**src/rtl/frx_pkg.sv**
```systemverilog
package frx_pkg;
   typedef enum logic [1:0] {
      ST_IDLE = 2'd0,
      ST_BODY = 2'd1,
      ST_TAIL = 2'd2
   } frx_phase_e;
endpackage

```
**src/rtl/frx_ctrl.sv**
```systemverilog
module frx_ctrl
   import frx_pkg::*;
#(
   parameter int LEN_W = 4
) (
   input  logic             clk,
   input  logic             rst,
   input  logic             in_valid,
   input  logic             in_hdr,
   input  logic [LEN_W-1:0] hdr_len,
   output logic             take_hdr,
   output logic             take_body,
   output logic             take_tail,
   output logic [LEN_W-1:0] body_idx
);
   frx_phase_e       phase;
   logic [LEN_W-1:0] remain;

   always_comb begin
      take_hdr  = in_valid && (phase == ST_IDLE) && in_hdr;
      take_body = in_valid && (phase == ST_BODY);
      take_tail = in_valid && (phase == ST_TAIL);
      body_idx  = remain;
   end

   always_ff @(posedge clk) begin
      if (rst) begin
         phase  <= ST_IDLE;
         remain <= '0;
      end else if (take_hdr) begin
         remain <= hdr_len;
         phase  <= (hdr_len == '0) ? ST_TAIL : ST_BODY;
      end else if (take_body) begin
         remain <= remain - 1'b1;
         if (remain == LEN_W'(1))
            phase <= ST_TAIL;
      end else if (take_tail) begin
         phase <= ST_IDLE;
      end
   end

   // a cycle without a valid word leaves the phase alone
   p_hold_r4: assert property (@(posedge clk) disable iff (rst)
      !in_valid |=> $stable(phase));
   // the payload phase never runs with an exhausted count
   p_body_nonzero_r3: assert property (@(posedge clk) disable iff (rst)
      (phase == ST_BODY) |-> (remain != '0));
endmodule

```
**src/rtl/frx_xor_acc.sv**
```systemverilog
module frx_xor_acc #(
   parameter int DATA_W = 8
) (
   input  logic              clk,
   input  logic              rst,
   input  logic              clr,
   input  logic              add,
   input  logic [DATA_W-1:0] word,
   output logic [DATA_W-1:0] sum
);
   always_ff @(posedge clk) begin
      if (rst || clr)
         sum <= '0;
      else if (add)
         sum <= sum ^ word;
   end

   // the sum only moves when a payload word is folded in or cleared
   p_sum_quiet_r5: assert property (@(posedge clk) disable iff (rst)
      (!add && !clr) |=> $stable(sum));
endmodule

```
**src/rtl/frx_verdict.sv**
```systemverilog
module frx_verdict #(
   parameter int DATA_W = 8,
   parameter int PKT_W  = 4
) (
   input  logic              clk,
   input  logic              rst,
   input  logic              take_tail,
   input  logic [DATA_W-1:0] tail_word,
   input  logic [DATA_W-1:0] sum,
   output logic [PKT_W-1:0]  slot,
   output logic              ok,
   output logic              err
);
   logic match;
   assign match = (tail_word == sum);

   always_ff @(posedge clk) begin
      if (rst) begin
         slot <= '0;
         ok   <= 1'b0;
         err  <= 1'b0;
      end else begin
         ok  <= take_tail && match;
         err <= take_tail && !match;
         if (take_tail && match)
            slot <= slot + 1'b1;
      end
   end

   p_excl_r6: assert property (@(posedge clk) disable iff (rst)
      !(ok && err));
   p_step_r5: assert property (@(posedge clk) disable iff (rst)
      ok |-> (slot == PKT_W'($past(slot) + 1'b1)));
   p_keep_r6: assert property (@(posedge clk) disable iff (rst)
      err |-> (slot == $past(slot)));
   p_single_r5: assert property (@(posedge clk) disable iff (rst)
      ok |=> !ok);
endmodule

```
**src/rtl/frx_wr_port.sv**
```systemverilog
module frx_wr_port #(
   parameter int DATA_W = 8,
   parameter int LEN_W  = 4,
   parameter int PKT_W  = 4,
   parameter bit WR_REG = 1'b1
) (
   input  logic              clk,
   input  logic              rst,
   input  logic              en_i,
   input  logic [PKT_W-1:0]  pkt_i,
   input  logic [LEN_W-1:0]  idx_i,
   input  logic [DATA_W-1:0] data_i,
   output logic              en_o,
   output logic [PKT_W-1:0]  pkt_o,
   output logic [LEN_W-1:0]  idx_o,
   output logic [DATA_W-1:0] data_o
);
   generate
      if (WR_REG) begin : g_reg
         always_ff @(posedge clk) begin
            if (rst) en_o <= 1'b0;
            else     en_o <= en_i;
            pkt_o  <= pkt_i;
            idx_o  <= idx_i;
            data_o <= data_i;
         end
      end else begin : g_comb
         assign en_o   = en_i;
         assign pkt_o  = pkt_i;
         assign idx_o  = idx_i;
         assign data_o = data_i;
      end
   endgenerate
endmodule

```
**src/rtl/frame_xor_rx.sv**
```systemverilog
module frame_xor_rx #(
   parameter int DATA_W = 8,
   parameter int LEN_W  = 4,
   parameter int PKT_W  = 4,
   parameter bit WR_REG = 1'b1
) (
   input  logic              clk,
   input  logic              rst,
   input  logic              in_valid,
   input  logic              in_hdr,
   input  logic [DATA_W-1:0] in_word,
   output logic              wr_en,
   output logic [PKT_W-1:0]  wr_pkt,
   output logic [LEN_W-1:0]  wr_idx,
   output logic [DATA_W-1:0] wr_data,
   output logic [PKT_W-1:0]  pkt_count,
   output logic              pkt_ok,
   output logic              pkt_err
);
   generate
      if (LEN_W < 1 || LEN_W > DATA_W) begin : g_bad_len
         $error("frame_xor_rx: LEN_W must be 1..DATA_W");
      end
      if (PKT_W < 1) begin : g_bad_pkt
         $error("frame_xor_rx: PKT_W must be at least 1");
      end
   endgenerate

   logic              take_hdr, take_body, take_tail;
   logic [LEN_W-1:0]  body_idx;
   logic [DATA_W-1:0] sum;

   frx_ctrl #(.LEN_W(LEN_W)) i_ctrl (
      .clk       (clk),
      .rst       (rst),
      .in_valid  (in_valid),
      .in_hdr    (in_hdr),
      .hdr_len   (in_word[LEN_W-1:0]),
      .take_hdr  (take_hdr),
      .take_body (take_body),
      .take_tail (take_tail),
      .body_idx  (body_idx)
   );

   frx_xor_acc #(.DATA_W(DATA_W)) i_acc (
      .clk  (clk),
      .rst  (rst),
      .clr  (take_hdr),
      .add  (take_body),
      .word (in_word),
      .sum  (sum)
   );

   frx_verdict #(.DATA_W(DATA_W), .PKT_W(PKT_W)) i_verdict (
      .clk       (clk),
      .rst       (rst),
      .take_tail (take_tail),
      .tail_word (in_word),
      .sum       (sum),
      .slot      (pkt_count),
      .ok        (pkt_ok),
      .err       (pkt_err)
   );

   frx_wr_port #(.DATA_W(DATA_W), .LEN_W(LEN_W), .PKT_W(PKT_W),
                 .WR_REG(WR_REG)) i_wr (
      .clk    (clk),
      .rst    (rst),
      .en_i   (take_body),
      .pkt_i  (pkt_count),
      .idx_i  (body_idx),
      .data_i (in_word),
      .en_o   (wr_en),
      .pkt_o  (wr_pkt),
      .idx_o  (wr_idx),
      .data_o (wr_data)
   );

   // word slot 0 is never written
   p_wr_nonzero_r3: assert property (@(posedge clk) disable iff (rst)
      wr_en |-> (wr_idx != '0));
   // writes always target the slot not yet committed
   p_wr_slot_r6: assert property (@(posedge clk) disable iff (rst)
      wr_en |-> (wr_pkt == pkt_count));
   // a write never coincides with a verdict pulse
   p_wr_no_verdict_r2: assert property (@(posedge clk) disable iff (rst)
      wr_en |-> !(pkt_ok || pkt_err));
endmodule

```
**config.mk**
```make
export PLATFORM = sky130hd
export DESIGN_NAME = frame_xor_rx
export DESIGN_NICKNAME = d
export VERILOG_FILES = /design/src/rtl/frx_pkg.sv /design/src/rtl/frx_ctrl.sv /design/src/rtl/frx_xor_acc.sv /design/src/rtl/frx_verdict.sv /design/src/rtl/frx_wr_port.sv /design/src/rtl/frame_xor_rx.sv
export SDC_FILE = /design/constraint.sdc
export NUM_CORES = 1
export LEC_CHECK = 0
export BUFFER_PORTS_ARGS = -buffer_cell sky130_fd_sc_hd__buf_2
export CORE_MARGIN = 8
export CORE_UTILIZATION = 45
export CTS_CLUSTER_DIAMETER = 120
export DETAILED_ROUTE_END_ITERATION = 12
export GPL_ROUTABILITY_DRIVEN = 1
export PLACE_DENSITY = 0.7
export SLEW_MARGIN = 20
export SYNTH_ARGS = -nofsm -noshare
export SYNTH_HDL_FRONTEND = slang
export SYNTH_SLANG_ARGS = --single-unit
```
**constraint.sdc**
```tcl
create_clock -name clk -period 2.2 [get_ports clk]
set_clock_uncertainty 0.2 [all_clocks]
set_input_delay 0.22 -clock clk [delete_from_list [all_inputs] [get_ports clk]]
set_output_delay 0.22 -clock clk [all_outputs]
set_load 0.005 [all_outputs]
```
==> results.md, run 1 <==
* Status: finished, final reports clean
* Synth warn at 0
* FF/Latch Area at approximately 740 µm²
* Setup TNS at 0 ns
* Post-synth net total at roughly 150
* Max cap viols at 0
* Final setup violation count at 0
* # IOs at 35
* Crit path DAT at a little under 2 ns
* Seq/Total Area, Yosys at 53.1%
* Synthesis-to-layout area growth at 23.5%
* CP Capture Type: flop
* Reg power frac at 54.2%
* Area occupied by multi-input gates at 593 µm²
* Worst rel slew slack at about 70%
* Psw at 287 µW
* Post-Synthesis Cells at roughly 130
* Root Driver: clkbuf_4
* Internal at 1.03 mW
* Sw Share at 21.9%
* Final HPWL DP at 2.04 mm
* Area leader, netlist: dfxtp_1
* Initial core utilization at 46.4%
* Vias at 1047
* NumNets Final at 190
* GP Congestion at 0.765
* CORE AREA at 0.00300 mm²
* CTS tree: yes
* Post-DR wirelength/cell at 13.2 µm
* Crit. Startpoint: in_word[5]
* Largest net degree at the start of global routing at 19
* Mapped Area at 0.00139 mm²
* Clock sink total at 37
* Clk slew on worst S/H paths at ~0.10 ns
* Final period util at about nine tenths
* Initial antenna violation count at 0
* Die Wd at 71.7 µm
* Die Footprint at between 0.005 and 0.006 mm²
* Seq cells post-synth at 37
* DRC Markers at 0
* Post-route worst setup slack at between 0.2 and 0.25 ns
* Fin cells at 209
* Placement Setup Slack at 0.442 ns
* Comb pwr share at 9.1%
* Leakage at 0.741 nW
* Synth top area cells: dfxtp_1 (53%), nor2_1 (6.2%), xnor2_1 (5.0%)
* CP startpoint kind: input port
* H-tree lvl count at 2
* Worst Path Max Fanout at 5
* Hold Crit Depth at 2
* Crit path kind: input port to flop
* Yosys cell types at 33
* CP endpoint: i_verdict.slot[3]
* Die Y at 71.7 µm
* Inserted Diodes at 0
* Hold_ws at about 0.032 ns
* Reg2Reg Depth at 4
* FFs w/ async S/R, synth at 0%
* Placed insts at around 190
* R2r setup slk at 0.43 ns
* Vias in the first global route at approximately 1.1k
* DR pass1 iterations at 4
* Mapped Avg Cell Area at between 10 and 15 µm²
* Post-synth EDFFs at 0
* Worst-Skew Late Latency at 0.33 ns
* Final Max Slew Viols at 0
* DR iter-0 viols at 51
* Rows at 20
* Main synth FF type: dfxtp_1
* VDD IR max at 0.398 mV
* Synth cell count leaders: dfxtp_1 (37), nor2_1 (23), nand2_1 (8), xnor2_1 (8), xor2_1 (8)
* Fin crit period at 1.96 ns
* Measured slew at the worst slew-check pin at 0.442 ns
* Tot Pwr at around 1.3 mW
* Share of layout cells above drive strength 1 at 29.5%
* GRT Total Usage at 11.8%
* Worst r2r src: i_acc.sum[5]
* Fmax at roughly 510 MHz
* Unrepaired setup endpoints after global routing: false
* Top cell type's share of synthesized area at 53.1%
* Routed wire length at 2.77 mm
* Reg2Reg Capture Point: i_verdict.slot[3]
* Num CTS Buffers at 5
* Vias per cell at 5.01
* Worst EP required at 2.23 ns
* P per Cell Area at 762 mW/mm²
* CTS Buffer Depth at 2
* Port bufs at 34
* Clock share of power at 36.7%
* First-pass GRT wire length at 4.75 mm
* Most frequent cell after synthesis: dfxtp_1
* Fillers at 289
* Final Hold Vio Count at 0
* Grt ovf at 0
* Post-CTS sizing at 0
* Worst hold path class: input port to flop
* Post-route ant nets at 0
[metal layers]
metal  up-vias  wire length (µm)  GRT usage [%]  share of wire, %
met4         0                45           7.26               1.6
met1       477              1200           11.9                44
met5         -                 0              0                 0
met3         4               243           6.00               8.8
li1        530                 -              -                 -
met2        36              1270           18.8                46
[worst max-delay path, stage by stage]
cell	delay [ns]
dlygate4sd3_1	0.53
buf_2	0.14
xnor2_1	0.19
nand4_2	0.23
nor4_2	0.33
mux2_2	0.36
[per-stage QoR]
stage / utilization [%] / cell area (µm²)
after floorplan: - / 1390
after global placement: 51.8 / 1560
after detailed placement: 51.8 / 1560
after CTS: 57.3 / 1720
after global routing: 57.3 / 1720
final: 57.3 / 1720
[cell families after synthesis]
group	after synthesis	share of synthesized area, %
xor+xnor	16	10.1
fa+ha+maj	3	2.69
mux	4	3.14
buf+inv	8	4.31
flops	37	53.1
simple gates	54	22.0
compound gates	9	4.67
[state kept, by name, summed over array words and instances, names as in the netlist, 2 cells and up]
name / flops
i_ctrl.phase: 2
i_ctrl.body_idx: 4
i_wr.idx_o: 4
i_wr.pkt_o: 4
i_wr.data_o: 8
i_acc.sum: 8
i_verdict.slot: 4
[layout by cell type, fill, tap and decap left out, drive strengths merged]
cell type	instances
a21oi	2
a221oi	4
a22oi	1
and2b	1
and3b	1
and4bb	1
buf	34
bufinv	1
clkbuf	7
dfxtp	37
dlygate4sd3	8
ha	3
inv	3
mux2	3
mux2i	1
nand2	8
nand2b	2
nand3	1
nand3b	2
nand4	2
nor2	23
nor2b	2
nor3	3
nor3b	1
nor4	4
nor4b	1
nor4bb	1
o21ai	1
o21bai	1
or2	1
xnor2	8
xor2	8
[how the worst min path moves through the flow]
| stage | startpoint | to | slack (ns) |
|---|---|---|---|
| global route | rst | i_ctrl.body_idx[2] | 0.05 |
| floorplan | in_word[0] | i_wr.data_o[0] | 0.05 |
| finish | rst | i_ctrl.phase[1] | 0.03 |
| global placement | in_word[7] | i_wr.data_o[7] | 0.16 |
| detailed placement | in_word[7] | i_wr.data_o[7] | 0.16 |
| CTS | rst | i_ctrl.body_idx[2] | 0.02 |
[power groups by stage]
| stage | clock [mW] | sequential [mW] | combinational (mW) |
|---|---|---|---|
| 6_report | 0.482 | 0.711 | 0.120 |
| 5_1_grt | 0.525 | 0.715 | 0.134 |
| 4_1_cts | 0.500 | 0.711 | 0.121 |
| 3_5_place_dp | 0 | 0.726 | 0.109 |
| 3_3_place_gp | 0 | 0.725 | 0.106 |
| 2_1_floorplan | 0 | 0.726 | 0.0717 |
[cell type report]
class	count	area share, %
clock buffers	7	3.20
clock inverters	1	1.74
repair buffers	42	14.5
flip-flops and latches	37	43.0
inverters	3	0.654
well taps	33	2.40
multi-input cells	86	34.4
[timing repair]
action                                 in CTS  in global routing
hold buffers                                8                  0
setup buffers                               0                  0
endpoints found under the hold margin       9                  0
No activity file was read; power rests on OpenSTA's default activity.
==> run 2: changes to the inputs <==
--- a/config.mk
+++ b/config.mk
@@ -6,11 +6,13 @@
 export NUM_CORES = 1
 export LEC_CHECK = 0
 export BUFFER_PORTS_ARGS = -buffer_cell sky130_fd_sc_hd__buf_2
+export CORE_ASPECT_RATIO = 1.4
 export CORE_MARGIN = 8
 export CORE_UTILIZATION = 45
 export CTS_CLUSTER_DIAMETER = 120
 export DETAILED_ROUTE_END_ITERATION = 12
 export GPL_ROUTABILITY_DRIVEN = 1
+export HOLD_SLACK_MARGIN = 0.05
 export PLACE_DENSITY = 0.7
 export SLEW_MARGIN = 20
 export SYNTH_ARGS = -nofsm -noshare
==> run 2 against run 1 <==
Against the previous run:
- via count is 0.48% higher
- first-iteration DRC count decreased by 53%
- sequential share of layout area up 0.094 points
- register-to-register slack better by 0.03 ns
- global-route usage up 0.36 points
==> results.md, run 2 (synthesis gave the netlist of run 1 again) <==
* Routed wire length at 2.88 mm (+3.9%)
* Commonest non-fill, non-tap cell in the layout: dfxtp_1
* Ordered list of cells on the worst path: dlygate4sd3_1 -> buf_2 -> xnor2_1 -> nand4_2 -> nor4_2 -> mux2_2
* Die Footprint at 0.00516 mm² (+0.49%)
* Share of layout cells above drive strength 1 at 29.3% (-0.24 points)
* First-pass GRT wire length at 4.90 mm (+3.1%)
* Fmax at 496 MHz (-2.8%)
* Num CTS Buffers at 5 (unchanged)
* Initial antenna violation count at 0 (unchanged)
* Root Driver: clkbuf_8
* Hold endpoint: i_wr.en_o
* P per Cell Area at 729 mW/mm² (-4.3%)
* Grt ovf at 0 (unchanged)
* Setup TNS at 0 ns (unchanged)
* Leakage at 0.736 nW (-0.76%)
* DR pass1 iterations at 4 (unchanged)
* R2r setup slk at 0.46 ns (+0.03 ns)
* Worst-Skew Late Latency at 0.28 ns (-0.05 ns)
* VDD IR max at 0.614 mV (+54%)
* Inserted Diodes at 0 (unchanged)
* Vias in the first global route at 1116 (+1.3%)
* CP startpoint kind: input port
* Rows at 24 (+20%)
* Reg2Reg Depth at 4 (unchanged)
* Status: finished, final reports clean
* Reg2Reg Capture Point: i_verdict.slot[3]
* Synthesis-to-layout area growth at 23.2%
* Placed insts at 199 (+3.1%)
* H-tree lvl count at 2 (unchanged)
* Worst rel slew slack at 71.7% (+1.4 points)
* Met3 wire length at 195 µm (-20%)
* Final period util at 91.7% (+2.6 points)
* CTS Buffer Depth at 2 (unchanged)
* NumNets Final at 190 (unchanged)
* Post-route worst setup slack at 0.183 ns (-0.0568 ns)
* CTS tree: yes
* Largest regs: i_acc.sum: 8 flops, i_wr.data_o: 8 flops
* Hold wc startpoint: rst
* CP peak stage delay at 0.53 ns (about the same)
* CORE AREA at 0.00303 mm² (+1.0%)
* Max cap viols at 0 (unchanged)
* Hold_ws at 0.0958 ns (+0.0639 ns)
* DRC Markers at 0 (unchanged)
* Final HPWL DP at 2.15 mm (+5.6%)
* Hold Crit Depth at 2 (unchanged)
* Die Y at 81.9 µm (+14%)
* Crit path kind: input port to flop
* Clk slew on worst S/H paths at 0.07 ns (-0.03 ns)
* Slowest stage cell, crit path: dlygate4sd3_1
* Commonest cells after routing, fill and taps aside: dfxtp_1 (37), buf_2 (34), nor2_1 (23)
* Post-route ant nets at 0 (unchanged)
* Worst r2r src: i_acc.sum[0]
* Fin crit period at 2.02 ns (+0.0568 ns)
* Metal2 WL at 1.44 mm (+13%)
* Die Wd at 63.0 µm (-12%)
* Final Hold Vio Count at 0 (unchanged)
* # IOs at 35 (unchanged)
* Initial core utilization at 46.0% (-0.46 points)
* Unrepaired setup endpoints after global routing: false
* Worst hold path class: input port to flop
* Crit. Startpoint: in_word[0]
* Measured slew at the worst slew-check pin at 0.419 ns (-0.0235 ns)
* GP Congestion at 0.783 (+2.3%)
* Vias per cell at 4.94 (-1.4%)
* Worst path bufs/invs at 2 (unchanged)
* Worst Path Max Fanout at 5 (unchanged)
* CP top delay family: buffers and inverters
* Port bufs at 34 (unchanged)
* Worst EP required at 2.18 ns (-0.05 ns)
* Post-DR wirelength/cell at 13.5 µm (+2.0%)
* Fin cells at 213 (+1.9%)
* Placement Setup Slack at 0.432 ns (-0.00979 ns)
* GRT Total Usage at 12.1% (+0.36 points)
* Crit path DAT at 1.99 ns (about the same)
* M1 wire length at 1.17 mm (-2.7%)
* Top Layer Used: met4
* Largest net degree at the start of global routing at 19 (unchanged)
* Final setup violation count at 0 (unchanged)
* Final Max Slew Viols at 0 (unchanged)
* DR iter-0 viols at 24 (-53%)
* CP Capture Type: flop
* Clock sink total at 37 (unchanged)
* Vias at 1052 (+0.48%)
[run 2: area by class of cell]
cell class / instances / area (µm²)
fill: 284 / 1320
sequential: 37 / 741
multi-input combinational: 86 / 593
timing repair buffer: 42 / 250
clock buffer: 5 / 68.8
tap: 39 / 48.8
inverter: 3 / 11.3
clock inverter: 1 / 5.00
[run 2: repair_timing]
item	in CTS	in global routing
hold endpoints to repair	8	0
hold buffers	8	0
buffers inserted	0	0
resized for setup	0	0
[run 2: routing by layer]
layer / vias to the layer above / track usage [%]
li1: 524 / -
met4: 0 / 7.78
met3: 6 / 5.73
met1: 494 / 11.6
met2: 28 / 20.9
met5: - / 0
[run 2: worst max-delay path by stage]
stage	endpoint	cells past startpoint
finish	i_verdict.slot[3]	6
global route	i_verdict.slot[3]	6
CTS	i_verdict.slot[3]	6
detailed placement	i_verdict.slot[3]	5
global placement	i_verdict.slot[3]	5
floorplan	i_verdict.slot[3]	4
[run 2: through the flow]
stage	instance area [µm²]	total power, mW	utilization [%]
floorplan	1390	0.798	-
global placement	1560	0.832	51.6
detailed placement	1560	0.837	51.6
CTS	1720	1.27	56.6
global route	1720	1.31	56.6
finish	1720	1.25	56.6
[run 2: report_power, final]
group / switching (mW) / internal, mW
Sequential: 0.0154 / 0.696
Clock: 0.214 / 0.208
Combinational: 0.0615 / 0.0583
==> run 3: changes to the inputs <==
--- a/config.mk
+++ b/config.mk
@@ -5,15 +5,15 @@
 export SDC_FILE = /design/constraint.sdc
 export NUM_CORES = 1
 export LEC_CHECK = 0
-export BUFFER_PORTS_ARGS = -buffer_cell sky130_fd_sc_hd__buf_2
 export CORE_ASPECT_RATIO = 1.4
 export CORE_MARGIN = 8
 export CORE_UTILIZATION = 45
 export CTS_CLUSTER_DIAMETER = 120
 export DETAILED_ROUTE_END_ITERATION = 12
+export DONT_BUFFER_PORTS = 1
 export GPL_ROUTABILITY_DRIVEN = 1
 export HOLD_SLACK_MARGIN = 0.05
-export PLACE_DENSITY = 0.7
+export PLACE_DENSITY = 0.61
 export SLEW_MARGIN = 20
 export SYNTH_ARGS = -nofsm -noshare
 export SYNTH_HDL_FRONTEND = slang
==> run 3 against run 2 <==
Against the previous run:
- global-route usage hardly changed
- fmax is 4.6% higher
- sequential cell count stayed put
- wire length is 3.7% higher
- critical endpoint unchanged
- largest power group unchanged
- clock-buffer cell count is 2 higher
- non-clock buffer count is 31 lower
- critical path type unchanged
- critical path depth is 1 lower
- design area is 7.4% lower
- sequential power is 0.7% higher
- power is 2.2% higher
- register-to-register slack worse by 0.06 ns
- setup slack better by 0.089 ns
==> results.md, run 3 (synthesis gave the netlist of run 1 again) <==
* DR iter-0 viols at 23 (-4.2%)
* Final Util at 52.4% (-4.2 points)
* Grt ovf at 0 (unchanged)
* Unrepaired setup endpoints after global routing: false
* Post-route worst setup slack at 0.272 ns (+0.0895 ns)
* Post-route ant nets at 0 (unchanged)
* Final Max Slew Viols at 0 (unchanged)
* Die Footprint at 0.00516 mm² (unchanged)
* CP Capture Type: flop
* CORE AREA at 0.00303 mm² (unchanged)
* Post-CTS sizing at 0 (unchanged)
* CTS tree: yes
* DR pass1 iterations at 4 (unchanged)
* Die Wd at 63.0 µm (unchanged)
* Inserted Diodes at 0 (unchanged)
* CP startpoint kind: input port
* Setup TNS at 0 ns (unchanged)
* VDD IR max at 0.485 mV (-21%)
* Rows at 24 (unchanged)
* Hold_ws at 0.0651 ns (-0.0307 ns)
* Fmax at 519 MHz (+4.6%)
* GRT Total Usage at 12.1% (-0.032 points)
* Initial antenna violation count at 0 (unchanged)
* Fillers at 283 (-0.35%)
* Initial core utilization at 46.0% (unchanged)
* Largest net degree at the start of global routing at 18 (-1)
* Worst hold path class: input port to flop
* Vias at 978 (-7.0%)
* Worst rel slew slack at 62.2% (-9.5 points)
* Root Driver: clkbuf_8
* Largest regs: i_acc.sum: 8 flops, i_wr.data_o: 8 flops
* Measured slew at the worst slew-check pin at 0.566 ns (+0.147 ns)
* Worst Path Max Fanout at 5 (unchanged)
* Num CTS Buffers at 5 (unchanged)
* Port bufs at 0 (-100%)
* Vias in the first global route at 995 (-11%)
* Worst-Skew Late Latency at 0.28 ns (about the same)
* Postcts setup bufs at 0 (unchanged)
* Commonest cells after routing, fill and taps aside: dfxtp_1 (37), nor2_1 (23), dlygate4sd3_1 (11)
* Synthesis-to-layout area growth at 14.1%
* Final setup violation count at 0 (unchanged)
* Status: finished, final reports clean
* First-pass GRT wire length at 4.83 mm (-1.4%)
* Placement Setup Slack at 0.422 ns (-0.0106 ns)
* # IOs at 35 (unchanged)
* Worst EP required at 2.18 ns (about the same)
* Die Y at 81.9 µm (unchanged)
* Share of layout cells above drive strength 1 at 11.8% (-18 points)
* Clk slew on worst S/H paths at 0.07 ns (about the same)
* P per Cell Area at 805 mW/mm² (+10%)
* Placed insts at 165 (-17%)
* Fin cells at 183 (-14%)
* Final HPWL DP at 1.96 mm (-8.9%)
* Max cap viols at 0 (unchanged)
* Fin crit period at 1.93 ns (-0.0895 ns)
* Commonest non-fill, non-tap cell in the layout: dfxtp_1
* Final period util at 87.6% (-4.1 points)
* Leakage at 0.596 nW (-19%)
* Routed wire length at 2.98 mm (+3.7%)
* H-tree lvl count at 2 (unchanged)
* Final Hold Vio Count at 0 (unchanged)
* GP Congestion at 0.802 (+2.5%)
* DRC Markers at 0 (unchanged)
* Crit path kind: input port to flop
* Clock sink total at 37 (unchanged)
* Post-DR wirelength/cell at 16.3 µm (+21%)
* CTS Buffer Depth at 2 (unchanged)
* NumNets Final at 159 (-16%)
* Crit path DAT at 1.90 ns (-0.09 ns)
* Vias per cell at 5.34 (+8.2%)
run 3: cell count changes in the layout (fill, tap and decap cells not counted), sizes merged:
cell / before / now
buf: 34 / 0
dlygate4sd3: 8 / 11
clkbuf: 5 / 7
clkinv: 1 / 0
run 3: routing by layer:
| metal | vias up | share of wire, % | GRT usage, % |
|---|---|---|---|
| met5 | - | 0 | 0 |
| met2 | 36 | 48 | 19.0 |
| met4 | 0 | 3.0 | 7.09 |
| met1 | 469 | 39 | 12.6 |
| met3 | 10 | 10 | 6.68 |
| li1 | 463 | - | - |
run 3: what timing repair did:
item	4_1_cts	5_1_grt
endpoints found under the setup margin	0	0
hold endpoints to repair	29	0
hold buffers	11	0
run 3: cell type report:
type / instances / area, µm² / area share (%)
flip-flops and latches: 37 / 741 / 46.6
multi-input cells: 86 / 593 / 37.3
repair buffers: 11 / 110 / 6.92
clock buffers: 7 / 86.3 / 5.43
well taps: 39 / 48.8 / 3.07
inverters: 3 / 11.3 / 0.708
run 3: per-stage QoR:
| stage | area, µm² | power, mW |
|---|---|---|
| final | 1590 | 1.28 |
| after global routing | 1590 | 1.34 |
| after CTS | 1590 | 1.30 |
| after detailed placement | 1390 | 0.802 |
| after global placement | 1390 | 0.800 |
| after floorplan | 1390 | 0.798 |
run 3: power breakdown:
group | internal (mW) | switching [mW]
registers | 0.696 | 0.0197
logic | 0.0465 | 0.0491
clock network | 0.248 | 0.221
run 3: worst paths after layout:
kind | from | to | slack, ns | cells after the start
setup / recovery | in_word[4] | i_verdict.slot[3] | 0.27 | 5
hold / removal | in_word[2] | i_verdict.ok | 0.07 | 3
setup reg to reg | i_acc.sum[5] | i_verdict.slot[3] | 0.40 | 4
hold reg to reg | i_ctrl.body_idx[1] | i_wr.idx_o[1] | 0.19 | 0
run 3: worst max-delay path, cell delays in order:
cell and delay (ns):
dlygate4sd3_1 0.58, xnor2_1 0.21, nand4_2 0.20, nor4_2 0.33, mux2_2 0.37
